===== config.mk =====
export PLATFORM = sky130hd
export DESIGN_NAME = spi_reg_slave
export DESIGN_NICKNAME = d
export VERILOG_FILES = /design/src/rtl/spi_reg_pkg.sv /design/src/rtl/spi_reg_sync.sv /design/src/rtl/spi_reg_engine.sv /design/src/rtl/spi_reg_bank.sv /design/src/rtl/spi_reg_slave.sv
export SDC_FILE = /design/constraint.sdc
export NUM_CORES = 1
export LEC_CHECK = 0
export CAP_MARGIN = 20
export CELL_PAD_IN_SITES_DETAIL_PLACEMENT = 1
export CELL_PAD_IN_SITES_GLOBAL_PLACEMENT = 2
export CORE_MARGIN = 2
export CORE_UTILIZATION = 40
export DETAILED_ROUTE_END_ITERATION = 8
export GPL_TIMING_DRIVEN = 0
export PLACE_DENSITY_LB_ADDON = 0.3
export RECOVER_POWER = 100
export SLEW_MARGIN = 20
export SYNTH_ARGS = -nofsm -noshare
export SYNTH_HDL_FRONTEND = slang
export SYNTH_SLANG_ARGS = --single-unit

===== constraint.sdc =====
create_clock -name clk_i -period 5.3 [get_ports clk_i]
set_input_delay 1.325 -clock clk_i [delete_from_list [all_inputs] [get_ports clk_i]]
set_output_delay 1.325 -clock clk_i [all_outputs]
set_load 0.05 [all_outputs]

===== src/rtl/spi_reg_pkg.sv =====
package spi_reg_pkg;
  localparam int ADDR_W = 6;
  localparam int DATA_W = 8;
  typedef logic [ADDR_W-1:0] addr_t;
  typedef logic [DATA_W-1:0] data_t;
endpackage


===== src/rtl/spi_reg_sync.sv =====
module spi_reg_sync #(
  parameter int   STAGES  = 2,
  parameter logic RST_VAL = 1'b0
) (
  input  logic clk_i,
  input  logic rst_ni,
  input  logic d_i,
  output logic q_o
);
  logic [STAGES-1:0] chain_q;

  always_ff @(posedge clk_i or negedge rst_ni) begin
    if (!rst_ni) chain_q <= {STAGES{RST_VAL}};
    else         chain_q <= {chain_q[STAGES-2:0], d_i};
  end

  assign q_o = chain_q[STAGES-1];
endmodule


===== src/rtl/spi_reg_engine.sv =====
module spi_reg_engine
  import spi_reg_pkg::*;
(
  input  logic  clk_i,
  input  logic  rst_ni,
  input  logic  cs_s_i,
  input  logic  sck_s_i,
  input  logic  sdi_s_i,
  input  data_t rd_data_i,
  output addr_t rd_addr_o,
  output logic  wr_en_o,
  output addr_t wr_addr_o,
  output data_t wr_data_o,
  output logic  hdr_done_o,
  output logic  drive_o,
  output logic  dout_o
);
  logic        sck_prev_q;
  logic        rise, fall;
  logic [2:0]  bit_cnt_q;
  logic        hdr_done_q, rw_q, ms_q;
  addr_t       addr_q, hdr_addr, next_addr;
  logic [6:0]  rx_sr_q;
  data_t       tx_sr_q;
  logic        dout_q, drive_q;
  logic        byte_end;

  assign rise     = ~cs_s_i & sck_s_i & ~sck_prev_q;
  assign fall     = ~cs_s_i & ~sck_s_i & sck_prev_q;
  assign byte_end = rise & (bit_cnt_q == 3'd7);
  assign hdr_addr = {rx_sr_q[4:0], sdi_s_i};
  assign next_addr = ms_q ? addr_q + addr_t'(1) : addr_q;

  // prefetch: header end reads the decoded address, byte end reads the next one
  assign rd_addr_o = hdr_done_q ? next_addr : hdr_addr;

  assign wr_en_o   = byte_end & hdr_done_q & ~rw_q;
  assign wr_addr_o = addr_q;
  assign wr_data_o = {rx_sr_q, sdi_s_i};

  always_ff @(posedge clk_i or negedge rst_ni) begin
    if (!rst_ni) sck_prev_q <= 1'b1;
    else         sck_prev_q <= sck_s_i;
  end

  always_ff @(posedge clk_i or negedge rst_ni) begin
    if (!rst_ni) begin
      bit_cnt_q  <= '0;
      hdr_done_q <= 1'b0;
      rw_q       <= 1'b0;
      ms_q       <= 1'b0;
      addr_q     <= '0;
      rx_sr_q    <= '0;
      tx_sr_q    <= '0;
      dout_q     <= 1'b0;
      drive_q    <= 1'b0;
    end else if (cs_s_i) begin
      bit_cnt_q  <= '0;
      hdr_done_q <= 1'b0;
      dout_q     <= 1'b0;
      drive_q    <= 1'b0;
    end else begin
      if (rise) begin
        bit_cnt_q <= bit_cnt_q + 3'd1;
        rx_sr_q   <= {rx_sr_q[5:0], sdi_s_i};
        if (!hdr_done_q) begin
          if (bit_cnt_q == 3'd0) rw_q <= sdi_s_i;
          if (bit_cnt_q == 3'd1) ms_q <= sdi_s_i;
          if (bit_cnt_q == 3'd7) begin
            addr_q     <= hdr_addr;
            hdr_done_q <= 1'b1;
            tx_sr_q    <= rd_data_i;
          end
        end else if (bit_cnt_q == 3'd7) begin
          addr_q  <= next_addr;
          tx_sr_q <= rd_data_i;
        end
      end
      if (fall && hdr_done_q && rw_q) begin
        dout_q  <= tx_sr_q[DATA_W-1];
        tx_sr_q <= {tx_sr_q[DATA_W-2:0], 1'b0};
        drive_q <= 1'b1;
      end
    end
  end

  assign hdr_done_o = hdr_done_q;
  assign drive_o    = drive_q;
  assign dout_o     = dout_q;
endmodule


===== src/rtl/spi_reg_bank.sv =====
module spi_reg_bank
  import spi_reg_pkg::*;
#(
  parameter int    NUM_CTRL  = 4,
  parameter addr_t CTRL_BASE = 6'h20,
  parameter addr_t ID_ADDR   = 6'h0F,
  parameter data_t ID_VALUE  = 8'h3B
) (
  input  logic                       clk_i,
  input  logic                       rst_ni,
  input  logic                       wr_en_i,
  input  addr_t                      wr_addr_i,
  input  data_t                      wr_data_i,
  input  addr_t                      rd_addr_i,
  output data_t                      rd_data_o,
  output logic [NUM_CTRL*DATA_W-1:0] ctrl_o
);
  data_t              regs_q [NUM_CTRL];
  logic [NUM_CTRL-1:0] rd_hit;

  for (genvar i = 0; i < NUM_CTRL; i++) begin : g_reg
    localparam addr_t REG_ADDR = addr_t'(CTRL_BASE + i);
    always_ff @(posedge clk_i or negedge rst_ni) begin
      if (!rst_ni)                                  regs_q[i] <= '0;
      else if (wr_en_i && wr_addr_i == REG_ADDR)    regs_q[i] <= wr_data_i;
    end
    assign rd_hit[i] = (rd_addr_i == REG_ADDR);
    assign ctrl_o[i*DATA_W +: DATA_W] = regs_q[i];
  end

  always_comb begin
    rd_data_o = (rd_addr_i == ID_ADDR) ? ID_VALUE : '0;
    for (int i = 0; i < NUM_CTRL; i++)
      if (rd_hit[i]) rd_data_o = regs_q[i];
  end
endmodule


===== src/rtl/spi_reg_slave.sv =====
module spi_reg_slave
  import spi_reg_pkg::*;
#(
  parameter int    SYNC_STAGES = 2,
  parameter int    NUM_CTRL    = 4,
  parameter addr_t CTRL_BASE   = 6'h20,
  parameter addr_t ID_ADDR     = 6'h0F,
  parameter data_t ID_VALUE    = 8'h3B,
  parameter int    MODE_REG    = 3,
  parameter int    MODE_BIT    = 0
) (
  input  logic                       clk_i,
  input  logic                       rst_ni,
  input  logic                       cs_ni,
  input  logic                       sck_i,
  input  logic                       sdi_i,
  output logic                       sdo_o,
  output logic                       sdo_oe_o,
  output logic                       sdio_o,
  output logic                       sdio_oe_o,
  output logic [NUM_CTRL*DATA_W-1:0] ctrl_o
);
  localparam int MODE_IDX = MODE_REG * DATA_W + MODE_BIT;

  logic  cs_s, sck_s, sdi_s;
  logic  wr_en, hdr_done, drive, dout, three_wire;
  addr_t wr_addr, rd_addr;
  data_t wr_data, rd_data;

  spi_reg_sync #(.STAGES(SYNC_STAGES), .RST_VAL(1'b1)) u_sync_cs (
    .clk_i, .rst_ni, .d_i(cs_ni), .q_o(cs_s));
  spi_reg_sync #(.STAGES(SYNC_STAGES), .RST_VAL(1'b1)) u_sync_sck (
    .clk_i, .rst_ni, .d_i(sck_i), .q_o(sck_s));
  spi_reg_sync #(.STAGES(SYNC_STAGES), .RST_VAL(1'b0)) u_sync_sdi (
    .clk_i, .rst_ni, .d_i(sdi_i), .q_o(sdi_s));

  spi_reg_engine u_engine (
    .clk_i, .rst_ni,
    .cs_s_i(cs_s), .sck_s_i(sck_s), .sdi_s_i(sdi_s),
    .rd_data_i(rd_data), .rd_addr_o(rd_addr),
    .wr_en_o(wr_en), .wr_addr_o(wr_addr), .wr_data_o(wr_data),
    .hdr_done_o(hdr_done), .drive_o(drive), .dout_o(dout));

  spi_reg_bank #(
    .NUM_CTRL(NUM_CTRL), .CTRL_BASE(CTRL_BASE),
    .ID_ADDR(ID_ADDR), .ID_VALUE(ID_VALUE)
  ) u_bank (
    .clk_i, .rst_ni,
    .wr_en_i(wr_en), .wr_addr_i(wr_addr), .wr_data_i(wr_data),
    .rd_addr_i(rd_addr), .rd_data_o(rd_data), .ctrl_o(ctrl_o));

  assign three_wire = ctrl_o[MODE_IDX];
  assign sdo_oe_o   = drive & ~three_wire;
  assign sdio_oe_o  = drive & three_wire;
  assign sdo_o      = sdo_oe_o & dout;
  assign sdio_o     = sdio_oe_o & dout;
endmodule


### Yosys cells after proc, flatten, opt, wreduce, memory -nomap -nowiden

Cells that the tools add are included.

* $add $sub $neg: 2
* eq/ne operators: 11
* mux-type cells: 23
* bitwise logic cells: 17
* reductions and logical operators: 16

Operators with widths (count)
* 8-bit two-way mux: 7
* 6-bit equality test, second input constant: 8
* 6-bit two-way mux: 6
* 1-bit AND: 11
* 1-bit two-way mux: 8
* 4-bit AND reduction: 2
* 2-bit nonzero test: 4
* 6-bit by 1-bit adder with 6-bit output, second input constant: 1
* 6-bit by 4-bit equality test with 1-bit output, second input constant: 1
* 1-bit logical AND: 6
* 3-bit two-way mux: 2
* 1-bit NOT: 6
* 3-bit AND reduction: 2
* 3-bit by 1-bit adder with 3-bit output, second input constant: 1
* 3-bit by 1-bit equality test with 1-bit output, second input constant: 1
* 3-bit equality test, second input constant: 1
* 3-bit zero test: 1
* 2-bit AND reduction: 1

* input bits: 5
* output and inout bits: 36
* logic and storage cells: 86
* bits in registers: 68

### Logic depth before layout (Yosys ltp)

* depth after elaboration: 12
* gate-level depth with buffers: 9
* depth with buffers taken out: 8

### Cells and area by module

A second synthesis with hierarchy kept.

* cells, all modules: 249
* area total of the unflattened synthesis: 3365.7 um^2

By module, submodules not included
* spi_reg_engine: instances 1, sequential area each 752.0 um^2, area an instance 1632.8 um^2, cells an instance 139
* spi_reg_bank: instances 1, sequential area each 800.8 um^2, area an instance 1544.0 um^2, cells an instance 100
* spi_reg_sync at u_sync_cs ...: instances 2, sequential area each 52.6 um^2, area an instance 52.6 um^2, cells an instance 2
* spi_reg_sync at u_sync_sdi: instances 1, sequential area each 50.0 um^2, area an instance 50.0 um^2, cells an instance 2
* spi_reg_slave: instances 1, sequential area each 0.0 um^2, area an instance 33.8 um^2, cells an instance 4

### Worst setup path before layout

Ideal clock, no wire load.

* kind: register to output
* start point: register u_bank.regs_q (netlist bit u_bank.ctrl_o[24])
* end point: output sdo_oe_o
* arrival: 1.364 ns
* cell stages (with the launch flop): 2
* slack: 2.611 ns
* required time: 3.975 ns
* path buffers: 0
* cell sequence: dfrtp_1 > nor2b_1

* cells in the longest elaborated chain, start to end: 2

Ends and longest elaborated chain
* from (decl): RTL line spi_reg_bank.sv:18 `data_t regs_q [NUM_CTRL];`
* from (signal, indexed assignment): RTL line spi_reg_bank.sv:25 `else if (wr_en_i && wr_addr_i == REG_ADDR) regs_q[i] <= wr_data_i;`
* 1-bit NOT: RTL line spi_reg_slave.sv:53 `assign sdo_oe_o = drive & ~three_wire;`
* 1-bit AND: RTL line spi_reg_slave.sv:53
* to (decl): RTL line spi_reg_slave.sv:18 `output logic sdo_oe_o,`

No other way between the ends.

### Worst setup path after layout

* start point: register u_bank.regs_q (netlist bit u_bank.ctrl_o[24])
* end point: output sdio_o

* cells in the longest elaborated chain, start to end: 2

Ends and longest elaborated chain
* 1-bit AND: RTL line spi_reg_slave.sv:54 `assign sdio_oe_o = drive & three_wire;`
* 1-bit AND: RTL line spi_reg_slave.sv:56 `assign sdio_o = sdio_oe_o & dout;`
* to (decl): RTL line spi_reg_slave.sv:19 `output logic sdio_o,`

No other way between the ends.

==> flow_metrics.env <==
export IMPL_status="completed"
export IMPL_dr_wl_met3_um=211
export IMPL_synth_avg_cell_area_um2=11.90
export IMPL_maxSlewViolCount=0
export IMPL_path_max_fanout=7
export IMPL_root_buffer="clkbuf_8"
export IMPL_syn_num_nets=288
export IMPL_synthAdderAreaFrac_pct=3.058
export IMPL_place_area_um2=3826
export IMPL_fmax_mhz=317.6
export IMPL_core_um2=7848
export IMPL_timing_rr_start="u_engine.wr_addr_o[0]"
export IMPL_tritoncts="yes"
export IMPL_routed_wl_um=8410
export IMPL_synth_distinct_cells=52
export IMPL_syn_inst=275
export IMPL_post_cts_setup_buffers=0
export IMPL_drt_initial_drc_count=74
export IMPL_path_class="register to output port"
export IMPL_rows=32
export IMPL_nets=340
export IMPL_clkLatencyLatePin_ns=0.36
export IMPL_clockBufferDepth=2
export IMPL_synth_area_leaders="dfrtp_1 48%, mux2_2 14%, dfstp_2 4.0%, ha_1 3.1%, nand2_1 2.5%"
export IMPL_wl_met1_um=4071
export IMPL_reg2reg_setup_slack_ns=2.47
export IMPL_finClkSkew_ns=0.007514
export IMPL_dieWidth_um=94.46
export IMPL_stdcell_area_um2=4030
export IMPL_synthMuxAreaShare_pct=17.47
export IMPL_p_leak_nw=1.960
export IMPL_avgViaCountPerCell=5.417
export IMPL_syn_area_um2=3273
export IMPL_synth_compound_area_share_pct=10.63
export IMPL_clock_sinks=68
export IMPL_yosys_area_share_simple_pct=12.31
export IMPL_grt_first_pass_wirelength_um=13790
export IMPL_crit_path_end_kind="output port"
export IMPL_drv_cap=0
export IMPL_postSynth_asyncResetShare_pct=100.0
export IMPL_yosysWarnings=0
export IMPL_io_pins=41
export IMPL_wl_per_cell_um=19.38
export IMPL_hpwl_um=5926
export IMPL_synth_commonest_cells="63 x dfrtp_1, 41 x mux2_2, 22 x nand2_1, 20 x nor2_1, 14 x o21ai_0"
export IMPL_synthXorXnorAreaFrac_pct=0.8028
export IMPL_postRouteAntennaNets=0
export IMPL_worst_r2r_endpoint="u_engine.tx_sr_q[6]"
export IMPL_synth_largest_area_cell="dfrtp_1"
export IMPL_first_pass_iters=4
export IMPL_grt_use_total_pct=20.90
export IMPL_cts_buffers=9
export IMPL_synth_top_area_share_pct=48.17
export IMPL_drc=0
export IMPL_final_period_utilization_pct=59.40
export IMPL_synth_edff_count=0
export IMPL_cts_resized=0
export IMPL_slew_headroom_pct=28.04
export IMPL_start_util_pct=41.71
export IMPL_grt_max_degree=56
export IMPL_startpoint_type="register"
export IMPL_worstPathArrival_ns=1.82
export IMPL_fp_dieH_um=94.46
export IMPL_grt_ovfl_total=0
export IMPL_rsz0062_at_grt="false"
export IMPL_powerDensity_nw_per_um2=320.6
export IMPL_whs_endpoint="u_sync_cs.chain_q[1]"
export IMPL_hold_class="register to register"
export IMPL_synth_most_common_cell="dfrtp_1"
export IMPL_top_layer_used="met4"
export IMPL_ys_seq_elements=68
export IMPL_antenna_found_initial=0
export IMPL_hold_depth=0
export IMPL_crit_required_ns=3.97
export IMPL_finalHoldViolations=0
export IMPL_holdCritStartpoint="u_sync_cs.chain_q[0]"
export IMPL_syn2layout_area_growth_pct=23.13
export IMPL_synth_top_family_by_area="multiplexers"
export IMPL_setup_viol=0
export IMPL_r2r_cells=8
export IMPL_peakVddDrop_uv=169.7
export IMPL_worst_pin_slew_ns=1.079
export IMPL_n_antenna_cell=0
export IMPL_wl_met2_um=4043
export IMPL_synth_seq_area_share_pct=52.18
export IMPL_ys_flop_type="dfrtp_1"
export IMPL_tns_ns=0
export IMPL_clk_pin_slew_ns=0.08
export IMPL_grt_pass1_vias=2507
export IMPL_globalplace_congestion=0.8179
export IMPL_h_tree_depth=3
export IMPL_fin_crit_ns=3.148
export IMPL_port_buffers=40
export IMPL_cts_hold_buf=0
export IMPL_vias=2351
export IMPL_die_area_um2=8923
export IMPL_drive_gt1_share_pct=21.39
-- cells by family (layout without fill, tap and decap cells) --
logic type / count (synthesis) / count (layout)
mux: 48 / 48
flops: 68 / 68
fa+ha+maj: 8 / 8
simple gates: 76 / 76
buf+inv: 20 / 77
xor+xnor: 3 / 3
compound gates: 52 / 52
-- report_power, final --
part / switching, mW / total (mW) / internal (mW)
Combinational: 0.107 / 0.168 / 0.0612
Sequential: 0.0340 / 0.583 / 0.549
Clock: 0.214 / 0.541 / 0.327
Total: 0.354 / 1.29 / 0.938
-- through the flow --
| step | hold WS (ns) | util [%] | std cells | power [mW] | worst slack [ns] |
|---|---|---|---|---|---|
| 4_1_cts | 0.3585 | 51.91 | 434 | 1.300 | 2.197 |
| 6_report | 0.3572 | 51.36 | 434 | 1.292 | 2.152 |
| 2_1_floorplan | 0.3312 | - | 275 | 0.6945 | 2.611 |
| 3_3_place_gp | 0.3341 | 48.44 | 417 | 0.7564 | 0.5559 |
| 5_1_grt | 0.3601 | 51.36 | 434 | 1.346 | 2.075 |
| 3_5_place_dp | 0.3475 | 48.76 | 418 | 0.7631 | 2.578 |
-- layout by cell type (no fill, tap or decap), types with 9 or more instances in the layout --
| cell | instances |
|---|---|
| dfrtp_1 | 63 |
| o21ai_0 | 17 |
| mux2_2 | 40 |
| clkbuf_1 | 9 |
| nor2_1 | 21 |
| nand2_1 | 26 |
| dlygate4sd3_1 | 39 |
| clkbuf_8 | 12 |
| a21oi_1 | 10 |
-- final cells by class --
cell class                 count  area, µm²
timing repair buffer          41      421.7
inverter                       8      30.03
buffer                        12      73.82
multi-input combinational    187       1421
tap                          102      127.6
clock buffer                  11      141.4
fill                         869       3817
sequential                    68       1708
clock inverter                 5      106.4
-- state kept, by name, indices dropped and copies added (netlist names), 2 cells and up --
signal              cells
u_bank.ctrl_o          32
u_engine.tx_sr_q        8
u_engine.rx_sr_q        7
u_engine.wr_addr_o      6
u_engine.bit_cnt_q      3
u_sync_cs.chain_q       2
u_sync_sck.chain_q      2
u_sync_sdi.chain_q      2
-- critical path, cell delays in order (launching register included) --
cell	delay [ns]
dfrtp_1	0.44
and3_1	0.17
dlygate4sd3_1	0.87
-- routing by layer --
layer  vias to the layer above  GRT usage (%)
met5                         -              0
met1                      1205          28.64
li1                       1104              -
met4                         0          4.710
met3                        10          5.427
met2                        32          33.51
-- how the worst max path moves through the flow --
stage | from | end | slack, ns | depth (start not counted)
after floorplan | u_bank.ctrl_o[24] | sdo_oe_o | 2.61 | 1
after global placement | rst_ni | u_engine.tx_sr_q[5] | 0.56 | 1
after detailed placement | u_bank.ctrl_o[24] | sdio_o | 2.58 | 2
after CTS | u_bank.ctrl_o[24] | sdio_o | 2.20 | 2
after global routing | u_bank.ctrl_o[24] | sdio_o | 2.07 | 2
final | u_bank.ctrl_o[24] | sdio_o | 2.15 | 2
No activity file was read; power rests on OpenSTA's default activity.
